## src/rtl/adcByteReaderPkg.sv

```systemverilog
package adcByteReaderPkg;
  // strobes from the sequencer to the capture datapath
  typedef struct packed {
    logic clear;    // new read accepted: reset bit and byte counters
    logic shiftEn;  // rising serial edge that carries a data bit
    logic commit;   // final phase done: load the result word
  } dpStrobe_t;
endpackage

```

## src/rtl/adcByteReaderCtrl.sv

```systemverilog
module adcByteReaderCtrl
  import adcByteReaderPkg::*;
#(
  parameter int DIV_W      = 8,
  parameter int LEAD_EDGES = 2,
  parameter int CAP_EDGES  = 24
) (
  input  logic             clk,
  input  logic             rstN,
  input  logic             start,
  input  logic [DIV_W-1:0] halfPeriod,
  output logic             busy,
  output logic             convSelN,
  output logic             serClk,
  output logic             done,
  output dpStrobe_t        strb
);
  localparam int TOTAL_EDGES     = LEAD_EDGES + CAP_EDGES;
  localparam int LAST_PHASE      = 2 * TOTAL_EDGES - 1;
  localparam int PH_W            = $clog2(LAST_PHASE + 1);
  localparam int FIRST_CAP_PHASE = 2 * LEAD_EDGES + 1;

  typedef enum logic {ST_IDLE, ST_RUN} state_t;

  state_t           state;
  logic [DIV_W-1:0] tick;
  logic [PH_W-1:0]  phase;
  logic [DIV_W-1:0] halfLen;
  logic [PH_W-1:0]  nextPhase;
  logic             phaseEnd;
  logic             lastPhase;

  assign halfLen   = (halfPeriod == '0) ? DIV_W'(1) : halfPeriod;
  assign phaseEnd  = (state == ST_RUN) && (tick == halfLen - DIV_W'(1));
  assign nextPhase = phase + PH_W'(1);
  assign lastPhase = (phase == PH_W'(LAST_PHASE));
  assign busy      = (state == ST_RUN);

  always_comb begin
    strb.clear   = (state == ST_IDLE) && start;
    strb.commit  = phaseEnd && lastPhase;
    strb.shiftEn = phaseEnd && !lastPhase && nextPhase[0] &&
                   (nextPhase >= PH_W'(FIRST_CAP_PHASE));
  end

  always_ff @(posedge clk) begin
    if (!rstN) begin
      state    <= ST_IDLE;
      tick     <= '0;
      phase    <= '0;
      convSelN <= 1'b1;
      serClk   <= 1'b0;
      done     <= 1'b0;
    end else begin
      done <= 1'b0;
      case (state)
        ST_IDLE: begin
          if (start) begin
            state    <= ST_RUN;
            tick     <= '0;
            phase    <= '0;
            convSelN <= 1'b0;
            serClk   <= 1'b0;
          end
        end
        default: begin
          if (phaseEnd) begin
            tick <= '0;
            if (lastPhase) begin
              state    <= ST_IDLE;
              convSelN <= 1'b1;
              serClk   <= 1'b0;
              done     <= 1'b1;
            end else begin
              phase  <= nextPhase;
              serClk <= ~serClk;
            end
          end else begin
            tick <= tick + DIV_W'(1);
          end
        end
      endcase
    end
  end


  busy_sel_chk: assert property (@(posedge clk) disable iff (!rstN)
    busy == !convSelN);

  idle_clk_chk: assert property (@(posedge clk) disable iff (!rstN)
    !busy |-> !serClk);

  start_low_chk: assert property (@(posedge clk) disable iff (!rstN)
    $rose(busy) |-> (!serClk && !convSelN));

  done_pulse_chk: assert property (@(posedge clk) disable iff (!rstN)
    done |=> !done);

  done_end_chk: assert property (@(posedge clk) disable iff (!rstN)
    done |-> (!busy && $past(busy)));
endmodule

```

## src/rtl/adcByteReaderData.sv

```systemverilog
module adcByteReaderData
  import adcByteReaderPkg::*;
#(
  parameter int BYTE_W    = 8,
  parameter int NUM_BYTES = 3,
  parameter int RES_W     = 12,
  parameter int OUT_W     = 16
) (
  input  logic             clk,
  input  logic             rstN,
  input  logic             serData,
  input  dpStrobe_t        strb,
  output logic [OUT_W-1:0] result
);
  localparam int BC_W     = $clog2(BYTE_W);
  localparam int NB_W     = $clog2(NUM_BYTES + 1);
  localparam int LOW_BITS = RES_W - BYTE_W;
  localparam int PAD_BITS = OUT_W - RES_W;

  logic [BYTE_W-1:0]   shReg;
  logic [BYTE_W-1:0]   nextSh;
  logic [BC_W-1:0]     bitCnt;
  logic [NB_W-1:0]     byteIdx;
  logic [BYTE_W-1:0]   hiByte;
  logic [LOW_BITS-1:0] loNib;
  logic                byteDone;

  // first received bit ends up in bit 0 after a full byte
  assign nextSh   = {serData, shReg[BYTE_W-1:1]};
  assign byteDone = strb.shiftEn && (bitCnt == BC_W'(BYTE_W - 1));

  always_ff @(posedge clk) begin
    if (!rstN) begin
      shReg   <= '0;
      bitCnt  <= '0;
      byteIdx <= '0;
    end else if (strb.clear) begin
      shReg   <= '0;
      bitCnt  <= '0;
      byteIdx <= '0;
    end else if (strb.shiftEn) begin
      shReg <= nextSh;
      if (byteDone) begin
        bitCnt  <= '0;
        byteIdx <= byteIdx + NB_W'(1);
      end else begin
        bitCnt <= bitCnt + BC_W'(1);
      end
    end
  end

  // earlier bytes are dropped; only the last two are kept
  always_ff @(posedge clk) begin
    if (!rstN) begin
      hiByte <= '0;
      loNib  <= '0;
    end else if (byteDone) begin
      if (byteIdx == NB_W'(NUM_BYTES - 1)) hiByte <= nextSh;
      if (byteIdx == NB_W'(NUM_BYTES - 2)) loNib  <= nextSh[BYTE_W-1 -: LOW_BITS];
    end
  end

  always_ff @(posedge clk) begin
    if (!rstN)            result <= '0;
    else if (strb.commit) result <= {hiByte, loNib, {PAD_BITS{1'b0}}};
  end


  result_hold_chk: assert property (@(posedge clk) disable iff (!rstN)
    !strb.commit |=> $stable(result));

  byte_count_chk: assert property (@(posedge clk) disable iff (!rstN)
    strb.commit |-> (byteIdx == NB_W'(NUM_BYTES) && bitCnt == '0));
endmodule

```

## src/rtl/adcByteReader.sv

```systemverilog
module adcByteReader
  import adcByteReaderPkg::*;
#(
  parameter int DIV_W      = 8,
  parameter int BYTE_W     = 8,
  parameter int NUM_BYTES  = 3,
  parameter int LEAD_EDGES = 2,
  parameter int RES_W      = 12,
  parameter int OUT_W      = 16
) (
  input  logic             clk,
  input  logic             rstN,
  input  logic             start,
  input  logic [DIV_W-1:0] halfPeriod,
  input  logic             serData,
  output logic             convSelN,
  output logic             serClk,
  output logic             busy,
  output logic             done,
  output logic [OUT_W-1:0] result
);
  localparam int CAP_EDGES = BYTE_W * NUM_BYTES;

  dpStrobe_t strb;

  adcByteReaderCtrl #(
    .DIV_W(DIV_W), .LEAD_EDGES(LEAD_EDGES), .CAP_EDGES(CAP_EDGES)
  ) u_ctrl (
    .clk(clk), .rstN(rstN), .start(start), .halfPeriod(halfPeriod),
    .busy(busy), .convSelN(convSelN), .serClk(serClk), .done(done),
    .strb(strb)
  );

  adcByteReaderData #(
    .BYTE_W(BYTE_W), .NUM_BYTES(NUM_BYTES), .RES_W(RES_W), .OUT_W(OUT_W)
  ) u_data (
    .clk(clk), .rstN(rstN), .serData(serData), .strb(strb), .result(result)
  );
endmodule

```

## config.mk

```make
export PLATFORM = sky130hd
export DESIGN_NAME = adcByteReader
export DESIGN_NICKNAME = d
export VERILOG_FILES = /design/src/rtl/adcByteReaderPkg.sv /design/src/rtl/adcByteReaderCtrl.sv /design/src/rtl/adcByteReaderData.sv /design/src/rtl/adcByteReader.sv
export SDC_FILE = /design/constraint.sdc
export NUM_CORES = 1
export LEC_CHECK = 0
export ABC_CLOCK_PERIOD_IN_PS = 5500
export BUFFER_PORTS_ARGS = -buffer_cell sky130_fd_sc_hd__buf_2
export CORE_ASPECT_RATIO = 0.6
export CORE_UTILIZATION = 57
export CTS_CLUSTER_SIZE = 12
export DETAILED_ROUTE_END_ITERATION = 7
export PLACE_DENSITY = 0.78
export SLEW_MARGIN = 10
export SYNTH_ARGS = -nofsm -noshare
export SYNTH_HDL_FRONTEND = slang
export SYNTH_HIERARCHICAL = 1
export SYNTH_SLANG_ARGS = --single-unit
```

## constraint.sdc

```tcl
create_clock -name clk -period 5.5 [get_ports clk]
set_input_delay 0.55 -clock clk [delete_from_list [all_inputs] [get_ports clk]]
set_output_delay 0.55 -clock clk [all_outputs]
set_load 0.02 [all_outputs]
```

# Yosys cells after proc, flatten, opt, wreduce, memory -nomap -nowiden
# Cells that the tools add are included.
# classes
mux,21
bitwise,3
n_lt_le_gt_ge,1
reduce_logical,18
add_sub_neg,5
n_eq_ne,8
# op_table
cell,n
$mux W8,4
$mux W6,4
$mux W1,12
$reduce_and A3 Y1,3
$add A8 B1 Y8 const B,1
$eq A8 B8 Y1,1
$logic_not A8 Y1,1
$reduce_and A2 Y1,4
$sub A8 B1 Y8 const B,1
$logic_and A1 B1 Y1,7
$add A6 B1 Y6 const B,1
$eq A6 B6 Y1 const B,1
$ge A6 B3 Y1 const B,1
$ne A2 B2 Y1 const B,3
$add A3 B1 Y3 const B,1
$eq A3 B3 Y1 const B,1
$mux W3,1
$not A1 Y1,3
$add A2 B1 Y2 const B,1
$eq A2 B1 Y1 const B,1
$eq A2 B2 Y1 const B,1
$reduce_bool A2 Y1,1
$reduce_or A2 Y1,1
$logic_not A1 Y1,1
# totals
reg_bits,55
word_cells,68
out_inout_bits,20
input_bits,12

# Depth between registers and ports, before layout
# Gate-level depths: netlist (run 1).
# logic_depth
depth_word,10
mapped_depth,13
ltp_nobuf,11

# Hierarchy
# Netlist (run 1), hierarchy kept.
# by_module_without_submodules
mod,seq_area_each_um2,n_inst,area_each_um2,cells_each
adcByteReaderData,720.7,1,1482.7,143
adcByteReaderCtrl,360.3,1,1293.7,149

# Worst setup path before layout (run 1)
# OpenSTA, ideal clock, no wires.
# synth_timing
path_type,input to register
startpoint,in halfPeriod[2]
endpoint,reg u_data.result[12]
required_ns,5.384
slack_ns,2.273
cell_stages,11
path_buffers,1
setup_ns,0.116
arrival_time_ns,3.111
path_cell_list,nor4_4 > a21oi_1 > ha_1 > xnor3_4 > a32oi_1 > a2111oi_4 > o221ai_1 > nor2_1 > buf_4 > mux2i_1 > nor2b_1
# synth_lines
element,line,source
start: declaration,adcByteReader.sv:14,"input logic [DIV_W-1:0] halfPeriod,"
end signal: assignment,adcByteReaderData.sv:65,"else if (strb.commit) result <= {hiByte, loNib, {PAD_BITS{1'b0}}};"
end: declaration,adcByteReaderData.sv:13,output logic [OUT_W-1:0] result

==> summary.md, run 1 <==
| Metric | Value |
|---|---|
| Post-DR vias/cell | 5.81 |
| Largest net degree at the start of global routing | 40 |
| IO Count | 32 |
| Outcome | finished clean |
| Mux contribution to synthesized area | 11.6% |
| Fmax | 0.272 GHz |
| Initial antenna violation count | 0 |
| Worst VDD drop | 0.136 mV |
| Synth Area in Compound Gates | 13.1% |
| Pwr/cell area | 243 nW/µm² |
| Placed inst area | 2880 µm² |
| Post-layout util | 64.8% |
| Register area share after synthesis | 38.9% |
| DRC | 0 |
| Final setup fails | 0 |
| Core Area | 4640 µm² |
| Leak Pwr | 1.10 nW |
| Hold-fix buffers, CTS | 0 |
| Crit end category | register |
| Via Count | 2189 |
| FF-to-FF path depth | 8 |
| Worst Setup Slack, final | 1.83 ns |
| Die footprint | 5160 µm² |
| Mapped Cells | 292 |
| Clk_lat worst skew | 0.32 ns |
| FF+latch count, synth | 54 |
| DP HPWL | 3880 µm |
| CTS H-tree lvls | 2 |
| Fin nets | 333 |
| Clock skew | 0.0137 ns |
| Setup WS pre-CTS | 1.50 ns |
| Warnings from Yosys | 6 |
| Setup Buffers After CTS | 0 |
| # port buffers | 27 |
| Required time worst endpoint | 5.70 ns |
| EDFF count, synth | 0 |
| TritonCTS clock tree | built |
| All-layer global routing usage | 22.9% |
| Clock sinks | 54 |
| Tmin final | 3.67 ns |
| # rows | 19 |
| Gpl congestion | 0.916 |
| Average size of a mapped cell | 9.51 µm² |
| Synth Cell Area | 2780 µm² |
| 1st-iter DRT viols | 100 |
| FF-to-FF setup slack | 2.51 ns |
| Hold Crit Depth | 2 |
| Simple-Gate Fraction of Synth Area | 22.4% |
| Final hold slack | 0.469 ns |
| Largest family of logic cells by synthesized area | simple AND/OR/NAND/NOR gates |
| Share of cells above drive strength 1 | 15.6% |
| Max-cap viol count | 0 |
| Slew Viols, Final | 0 |
| Tightest Pin Transition | 0.638 ns |
| CTS root buf | clkbuf_8 |
| Synth-to-Final Area Change | 8.16% |
| Final TNS setup | 0 ns |
| Tcrit/Tclk final | 66.8% |
| Unique masters post-synth | 58 |
| Synth Flop Type | dfxtp_1 |
| Worst setup SP type | input port |
| CTS Buf Count | 5 |
| Final instance area | 3000 µm² |
| DIE HEIGHT | 56.1 µm |
| Async SR Flop Fraction | 0% |
| Final Hold Vio Count | 0 |
| Slew HR | 57.5% |
| WL per Instance | 14.6 µm |
| Placed Cells | 369 |
| First drt pass iteration count | 4 |
| # diodes | 0 |
| Crit path max fanout | 19 |
| CTS max path bufs | 2 |
| Post-synthesis xor/xnor area fraction | 4.10% |
| Vias in the first global route | 1944 |
| Adder-cell share of the synthesized area | 3.61% |
| Arrival @ worst endpoint | 3.87 ns |
| Final std cells w/o fill | 377 |
| Post-route ant nets | 0 |
| Grt total ovfl | 0 |
| Hold WC Path Type | register to register |
| Final Power | 730 µW |
| RSZ-0062 raised after global routing | false |
| First-pass GRT wire length | 9320 µm |
| Total Wirelength | 5500 µm |
| Chip width | 92.1 µm |
| PostCTS Resize Cnt | 0 |
| Clock transition at path regs | 0.10 ns |
| Initial Util | 59.9% |
| Worst setup path category | input port to register |
==> flip-flops by register name, summed over array words and instances (netlist names), 2 cells and up <==
name / cells
u_ctrl/phase: 6
u_data/result: 12
u_data/hiByte: 8
u_data/loNib: 4
u_data/bitCnt: 3
u_data/byteIdx: 2
u_ctrl/tick: 8
u_data/shReg: 7
==> synthesized netlist by cell type, drive strengths merged (5+ instances only) <==
cell | n | area share (%)
xor2 | 5 | 1.6
nor2b | 13 | 2.9
xnor2 | 5 | 1.6
nor3 | 9 | 1.6
a21oi | 9 | 1.8
nand2 | 29 | 3.9
a31oi | 6 | 1.4
buf | 15 | 4.2
ha | 8 | 3.6
o211ai | 6 | 1.6
nand3 | 9 | 1.8
and3 | 5 | 1.4
dfxtp | 54 | 39
nand3b | 6 | 1.6
nor2 | 16 | 2.2
inv | 10 | 1.4
nand2b | 6 | 1.4
mux2i | 31 | 11
==> cells by family after synthesis <==
| kind of cell | Yosys count |
|---|---|
| other cells | 1 |
| buf+inv | 28 |
| mux | 32 |
| flops | 54 |
| compound gates | 46 |
| simple gates | 112 |
| xor+xnor | 11 |
| fa+ha+maj | 8 |
==> worst max-delay path: stages <==
cell and delay, ns:
buf_2 0.13, nor4_4 0.35, a21oi_1 0.16, ha_1 0.30
xnor3_4 0.35, a32oi_1 0.09, a2111oi_4 0.41, o21ai_2 0.19
nor2_1 0.17, o211a_1 0.59, nand3_1 0.37, mux2i_1 0.20
==> layout make-up <==
| type | instances | area (µm²) |
|---|---|---|
| fill | 410 | 1630 |
| clock buffer | 6 | 82.6 |
| clock inverter | 2 | 38.8 |
| timing repair buffer | 29 | 150 |
| tap | 63 | 78.8 |
| sequential | 54 | 1080 |
| inverter | 10 | 37.5 |
| multi-input combinational | 213 | 1530 |
==> power by group <==
| group | switching [mW] | total, mW | internal, mW |
|---|---|---|---|
| logic | 0.0302 | 0.0464 | 0.0163 |
| clock network | 0.137 | 0.287 | 0.150 |
| registers | 0.00422 | 0.397 | 0.393 |
| total | 0.171 | 0.730 | 0.559 |
==> layout by cell type (no fill, tap or decap), drive strengths merged, types with 5 or more instances in the layout <==
| master | count |
|---|---|
| ha | 8 |
| mux2i | 31 |
| clkbuf | 6 |
| nand2b | 6 |
| nor3 | 9 |
| o211ai | 6 |
| nor2b | 13 |
| a21oi | 9 |
| nand2 | 29 |
| dfxtp | 54 |
| nand3 | 9 |
| xor2 | 5 |
| a31oi | 6 |
| buf | 29 |
| nand3b | 6 |
| inv | 11 |
| nor2 | 16 |
| xnor2 | 5 |
| and3 | 5 |
==> worst paths after layout <==
| kind | startpoint | to |
|---|---|---|
| worst max-delay path | halfPeriod[2] | u_data/loNib[1]$_SDFFE_PN0P_ |
| worst min-delay path | u_data/hiByte[4]$_SDFFE_PN0P_ | u_data/hiByte[4]$_SDFFE_PN0P_ |
| worst max register to register | u_ctrl/tick[2]$_SDFFE_PN0P_ | u_data/loNib[1]$_SDFFE_PN0P_ |
| worst min register to register | u_data/hiByte[4]$_SDFFE_PN0P_ | u_data/hiByte[4]$_SDFFE_PN0P_ |
==> routing by layer <==
metal  track usage, %  vias to the layer above  wire [µm]
li1                 -                     1087          -
met1             36.5                     1033       3000
met2             28.5                       58       2100
met3             5.19                       11        309
met4             9.82                        0         95
met5                0                        -          0
No activity file was read; power rests on OpenSTA's default activity.
==> run 2: changes to the inputs <==
--- a/config.mk
+++ b/config.mk
@@ -5,13 +5,13 @@
 export SDC_FILE = /design/constraint.sdc
 export NUM_CORES = 1
 export LEC_CHECK = 0
-export ABC_CLOCK_PERIOD_IN_PS = 5500
+export ABC_CLOCK_PERIOD_IN_PS = 3100
 export BUFFER_PORTS_ARGS = -buffer_cell sky130_fd_sc_hd__buf_2
 export CORE_ASPECT_RATIO = 0.6
-export CORE_UTILIZATION = 57
+export CORE_UTILIZATION = 52
 export CTS_CLUSTER_SIZE = 12
 export DETAILED_ROUTE_END_ITERATION = 7
-export PLACE_DENSITY = 0.78
+export PLACE_DENSITY = 0.75
 export SLEW_MARGIN = 10
 export SYNTH_ARGS = -nofsm -noshare
 export SYNTH_HDL_FRONTEND = slang
==> constraint.sdc (replaced) <==
create_clock -name clk -period 3.1 [get_ports clk]
set_input_delay 0.31 -clock clk [delete_from_list [all_inputs] [get_ports clk]]
set_output_delay 0.31 -clock clk [all_outputs]
set_load 0.02 [all_outputs]
==> run 2 against run 1 <==
  * Die area is 9.3% higher
  * Global-route usage decreased by 1.2 points
  * Non-clock buffer count is 7 higher
  * Critical endpoint is now u_data/shReg[7]$_SDFFE_PP0P_
  * Sequential share of layout area is 0.53 points lower
  * Total power is 67% higher
  * Critical path depth increased by 1
  * First-iteration DRC count decreased by 3.0%
  * Clock-buffer cell count decreased by 1
  * Routed wire length rose by 2.1%
  * Hold slack lost 0.17 ns
  * Final area is 1.5% higher
==> summary.md, run 2 (synthesized netlist as in run 1, its figures left out) <==
| Metric | Value |
|---|---|
| Outcome | finished clean |
| Tmin final | 2.73 ns |
| Via Count | 2172 |
| First drt pass iteration count | 4 |
| DP HPWL | 4070 µm |
| Max-cap viol count | 0 |
| Final Power | 1.22 mW |
| All-layer global routing usage | 21.8% |
| Placed Cells | 379 |
| Final TNS setup | 0 ns |
| Initial antenna violation count | 0 |
| Synth-to-Final Area Change | 9.78% |
| CTS max path bufs | 2 |
| Slew Viols, Final | 0 |
| DRC | 0 |
| Final instance area | 3050 µm² |
| CTS Buf Count | 5 |
| Fin nets | 340 |
| 1st-iter DRT viols | 97 |
| Total Wirelength | 5620 µm |
| Final Hold Vio Count | 0 |
| Most frequent cells in the layout | 54 x dfxtp_1, 31 x mux2i_1, 29 x nand2_1 |
| Arrival @ worst endpoint | 2.93 ns |
| Worst setup path category | input port to register |
| Gpl congestion | 0.822 |
| Hold WC Path Type | input port to register |
| # port buffers | 27 |
| IO Count | 32 |
| Chip width | 96.3 µm |
| RSZ-0062 raised after global routing | false |
| Share of cells above drive strength 1 | 17.4% |
| Placed inst area | 2950 µm² |
| # rows | 20 |
| Post-DR vias/cell | 5.61 |
| Post-route ant nets | 0 |
| Initial Util | 54.4% |
| # diodes | 0 |
| Required time worst endpoint | 3.30 ns |
| Worst setup SP type | input port |
| Clock sinks | 54 |
| Die footprint | 5650 µm² |
| Crit end category | register |
| Clock skew | 0.00407 ns |
| Slew HR | 60.1% |
| Tcrit/Tclk final | 88.1% |
| DIE HEIGHT | 58.6 µm |
| Tightest Pin Transition | 0.598 ns |
| Clock transition at path regs | 0.10 ns |
| TritonCTS clock tree | built |
| Max FFs per register | 12 |
| Worst Setup Slack, final | 0.367 ns |
| Final setup fails | 0 |
| First-pass GRT wire length | 9240 µm |
| PostCTS Resize Cnt | 0 |
| Pwr/cell area | 399 nW/µm² |
| Vias in the first global route | 1939 |
| Grt total ovfl | 0 |
| Crit path max fanout | 11 |
| Most common cell after layout, fill and taps aside | dfxtp_1 |
| Clk_lat worst skew | 0.32 ns |
| Final std cells w/o fill | 387 |
| Leak Pwr | 1.13 nW |
| Fmax | 0.366 GHz |
| Biggest registers after layout | u_data/result: 12 flops, u_ctrl/tick: 8 flops, u_data/hiByte: 8 flops |
| CTS H-tree lvls | 2 |
| Setup Buffers After CTS | 0 |
| Largest net degree at the start of global routing | 39 |
| Worst VDD drop | 0.212 mV |
| Core Area | 5100 µm² |
| Biggest register | u_data/result |
| CTS root buf | clkbuf_8 |
| Hold-fix buffers, CTS | 0 |
| Setup WS pre-CTS | 0.0636 ns |
| WL per Instance | 14.5 µm |
run 2: changes by cell type in the layout (fill, tap and decap cells not counted), sizes merged:
cell / before / now
buf: 29 / 36
clkinv: 0 / 1
inv: 11 / 12
clkbuf: 6 / 5
bufinv: 1 / 0
run 2: worst max-delay path, stage by stage:
cell	delay, ns
buf_2	0.14
nor4_4	0.28
a21oi_1	0.14
ha_1	0.25
xnor3_4	0.35
a32oi_1	0.09
a2111oi_4	0.41
o21ai_2	0.10
nor2_1	0.15
o211a_1	0.23
buf_4	0.19
mux2i_1	0.22
nor2_1	0.07
run 2: path summary, 6_finish.rpt:
| check | end | slack, ns | depth (start not counted) | start |
|---|---|---|---|---|
| worst max register to register | u_data/shReg[7]$_SDFFE_PP0P_ | 0.67 | 9 | u_ctrl/tick[2]$_SDFFE_PN0P_ |
| worst max-delay path | u_data/shReg[7]$_SDFFE_PP0P_ | 0.37 | 13 | halfPeriod[2] |
| worst min register to register | u_data/hiByte[1]$_SDFFE_PN0P_ | 0.47 | 2 | u_data/hiByte[1]$_SDFFE_PN0P_ |
| worst min-delay path | u_data/shReg[7]$_SDFFE_PP0P_ | 0.30 | 3 | serData |
run 2: area by class of cell:
| cell class | instances | area [µm²] |
|---|---|---|
| Clock buffer | 5 | 68.8 |
| Timing Repair Buffer | 36 | 215 |
| Tap cell | 66 | 82.6 |
| Fill cell | 477 | 2060 |
| Sequential cell | 54 | 1080 |
| Inverter | 10 | 37.5 |
| Clock inverter | 3 | 28.8 |
| Multi-Input combinational cell | 213 | 1530 |
run 2: report_power, final:
group          internal, mW  switching (mW)  total [mW]
clock                 0.169           0.257       0.427
combinational        0.0316          0.0542      0.0859
sequential            0.697         0.00730       0.704
run 2: per-layer routing:
layer | part of all wire (%) | GRT usage, % | vias to the layer above
li1 | - | - | 1098
met1 | 52 | 33.1 | 1019
met2 | 41 | 30.1 | 48
met3 | 5.9 | 5.43 | 7
met4 | 1.2 | 6.51 | 0
met5 | 0 | 0 | -
run 2: metrics by stage:
step	hold WS [ns]	utilization (%)
floorplan	0.428	-
global placement	0.451	57.8
detailed placement	0.449	57.8
CTS	0.298	59.7
global route	0.305	59.7
finish	0.302	59.7
==> run 3: changes to the inputs <==
--- a/config.mk
+++ b/config.mk
@@ -7,11 +7,13 @@
 export LEC_CHECK = 0
 export ABC_CLOCK_PERIOD_IN_PS = 3100
 export BUFFER_PORTS_ARGS = -buffer_cell sky130_fd_sc_hd__buf_2
-export CORE_ASPECT_RATIO = 0.6
+export CORE_ASPECT_RATIO = 0.7
 export CORE_UTILIZATION = 52
+export CTS_CLUSTER_DIAMETER = 120
 export CTS_CLUSTER_SIZE = 12
 export DETAILED_ROUTE_END_ITERATION = 7
 export PLACE_DENSITY = 0.75
+export REMOVE_ABC_BUFFERS = 1
 export SLEW_MARGIN = 10
 export SYNTH_ARGS = -nofsm -noshare
 export SYNTH_HDL_FRONTEND = slang
==> run 3 against run 2 <==
  * Largest power group unchanged
  * Highest routed layer unchanged
  * Critical path type unchanged
  * Hold slack got worse by 0.044 ns
  * Non-clock buffer count increased by 4
  * Global-route usage decreased by 1.2 points
==> summary.md, run 3 (synthesized netlist as in run 1, its figures left out) <==
| Metric | Value |
|---|---|
| Biggest register | u_data/result |
| Synth-to-Final Area Change | 10.1% |
| Core Area | 4970 µm² |
| CTS Buf Count | 5 |
| CTS max path bufs | 2 |
| Tcrit/Tclk final | 91.8% |
| Post-route ant nets | 0 |
| WL per Instance | 13.5 µm |
| Max-cap viol count | 0 |
| Worst VDD drop | 0.275 mV |
| Most frequent cells in the layout | 54 x dfxtp_1, 31 x mux2i_1, 29 x nand2_1 |
| Max FFs per register | 12 |
| # diodes | 0 |
| DRC | 0 |
| Most common cell after layout, fill and taps aside | dfxtp_1 |
| Initial Util | 55.9% |
| Clock skew | 0.00777 ns |
| Clock sinks | 54 |
| 1st-iter DRT viols | 90 |
| Final setup fails | 0 |
| Hold WC Path Type | input port to register |
| Outcome | finished clean |
| IO Count | 32 |
| Placed Cells | 386 |
| Worst reg2reg endpoint | u_data/shReg[7]$_SDFFE_PP0P_ |
| First-pass GRT wire length | 8870 µm |
| Pwr/cell area | 385 nW/µm² |
| All-layer global routing usage | 20.6% |
| Tightest Pin Transition | 0.579 ns |
| Final instance area | 3060 µm² |
| Arrival @ worst endpoint | 3.03 ns |
| Share of cells above drive strength 1 | 18.5% |
| FF-to-FF path depth | 9 |
| Slew Viols, Final | 0 |
| Total Wirelength | 5310 µm |
| Via Count | 2147 |
| Final hold slack | 0.258 ns |
| Worst setup path category | input port to register |
| # port buffers | 27 |
| Required time worst endpoint | 3.29 ns |
| Post-DR vias/cell | 5.45 |
| DP HPWL | 3870 µm |
| Die footprint | 5640 µm² |
| Chip width | 89.3 µm |
| Leak Pwr | 1.13 nW |
| Critical Path Sink | u_data/shReg[7]$_SDFFE_PP0P_ |
| # rows | 21 |
| Setup WS pre-CTS | -0.136 ns |
| Grt total ovfl | 0 |
| Biggest registers after layout | u_data/result: 12 flops, u_ctrl/tick: 8 flops, u_data/hiByte: 8 flops |
| Final TNS setup | 0 ns |
| Setup Buffers After CTS | 0 |
| Clock transition at path regs | 0.09 ns |
| TritonCTS clock tree | built |
| Setup crit start | halfPeriod[2] |
| PostCTS Resize Cnt | 0 |
| Fmax | 0.351 GHz |
| Vias in the first global route | 1831 |
| Worst setup SP type | input port |
| Final std cells w/o fill | 394 |
| CTS root buf | clkbuf_8 |
| Hold-fix buffers, CTS | 0 |
| Crit path max fanout | 10 |
| R2r startpoint | u_ctrl/tick[2]$_SDFFE_PN0P_ |
| Fill cells | 412 |
| Crit end category | register |
| Placed inst area | 2970 µm² |
| RSZ-0062 raised after global routing | false |
| Worst Setup Slack, final | 0.254 ns |
| Slew HR | 61.4% |
| Fin nets | 344 |
| DIE HEIGHT | 63.1 µm |
| First drt pass iteration count | 4 |
| Tmin final | 2.85 ns |
| CTS H-tree lvls | 2 |
| Largest net degree at the start of global routing | 38 |
| Final Hold Vio Count | 0 |
| Gpl congestion | 0.843 |
| Initial antenna violation count | 0 |
| FF-to-FF setup slack | 0.56 ns |
| Clk_lat worst skew | 0.31 ns |
-- run 3: cell count changes in the layout (fill, tap and decap cells not counted) --
cell,change
inv_6,-1
clkinv_2,+1
buf_4,+5
inv_8,-1
o211a_2,+1
o211a_1,-1
buf_12,-1
clkbuf_1,+1
-- run 3: per-layer routing --
| layer | vias up | part of all wire [%] | track usage (%) |
|---|---|---|---|
| met2 | 61 | 39 | 26.4 |
| met5 | - | 0 | 0 |
| met4 | 0 | 1.5 | 7.74 |
| li1 | 1101 | - | - |
| met3 | 7 | 4.9 | 4.33 |
| met1 | 978 | 55 | 32.7 |
-- run 3: report_power, final --
part	switching, mW	internal (mW)	total [mW]
Clock	0.224	0.160	0.384
Sequential	0.00681	0.696	0.703
Combinational	0.0558	0.0349	0.0907
Total	0.286	0.891	1.18
-- run 3: worst max-delay path, stage by stage --
cell	delay, ns
buf_2	0.12
nor4_4	0.28
a21oi_1	0.14
ha_1	0.25
xnor3_4	0.33
a32oi_1	0.09
a2111oi_4	0.42
o21ai_2	0.11
nor2_1	0.16
o211a_2	0.32
buf_4	0.23
mux2i_1	0.21
nor2_1	0.06
-- run 3: how the worst min path moves through the flow --
| stage | depth (start not counted) | end | slack (ns) | startpoint |
|---|---|---|---|---|
| after floorplan | 1 | u_ctrl/phase[0]$_SDFFE_PN0P_ | 0.43 | rstN |
| after global placement | 1 | u_ctrl/convSelN$_SDFFE_PN1P_ | 0.45 | u_ctrl/convSelN$_SDFFE_PN1P_ |
| after detailed placement | 2 | u_data/hiByte[0]$_SDFFE_PN0P_ | 0.45 | u_data/hiByte[0]$_SDFFE_PN0P_ |
| after CTS | 2 | u_data/result[10]$_SDFFE_PN0P_ | 0.25 | rstN |
| after global routing | 2 | u_data/result[10]$_SDFFE_PN0P_ | 0.27 | rstN |
| final | 2 | u_data/result[10]$_SDFFE_PN0P_ | 0.26 | rstN |
-- run 3: area by class of cell --
| class | count | area, µm² | share of cell area [%] |
|---|---|---|---|
| Tap cell | 69 | 86.3 | 2.82 |
| Clock buffer | 6 | 72.6 | 2.37 |
| Timing Repair Buffer | 40 | 233 | 7.61 |
| Sequential cell | 54 | 1080 | 35.4 |
| Inverter | 10 | 37.5 | 1.23 |
| Multi-Input combinational cell | 213 | 1530 | 50.2 |
| Clock inverter | 2 | 13.8 | 0.450 |
-- run 3: per-stage QoR --
step	power, mW	util [%]
2_1_floorplan	0.768	-
3_3_place_gp	0.809	59.8
3_5_place_dp	0.809	59.8
4_1_cts	1.19	61.6
5_1_grt	1.23	61.6
6_report	1.18	61.6
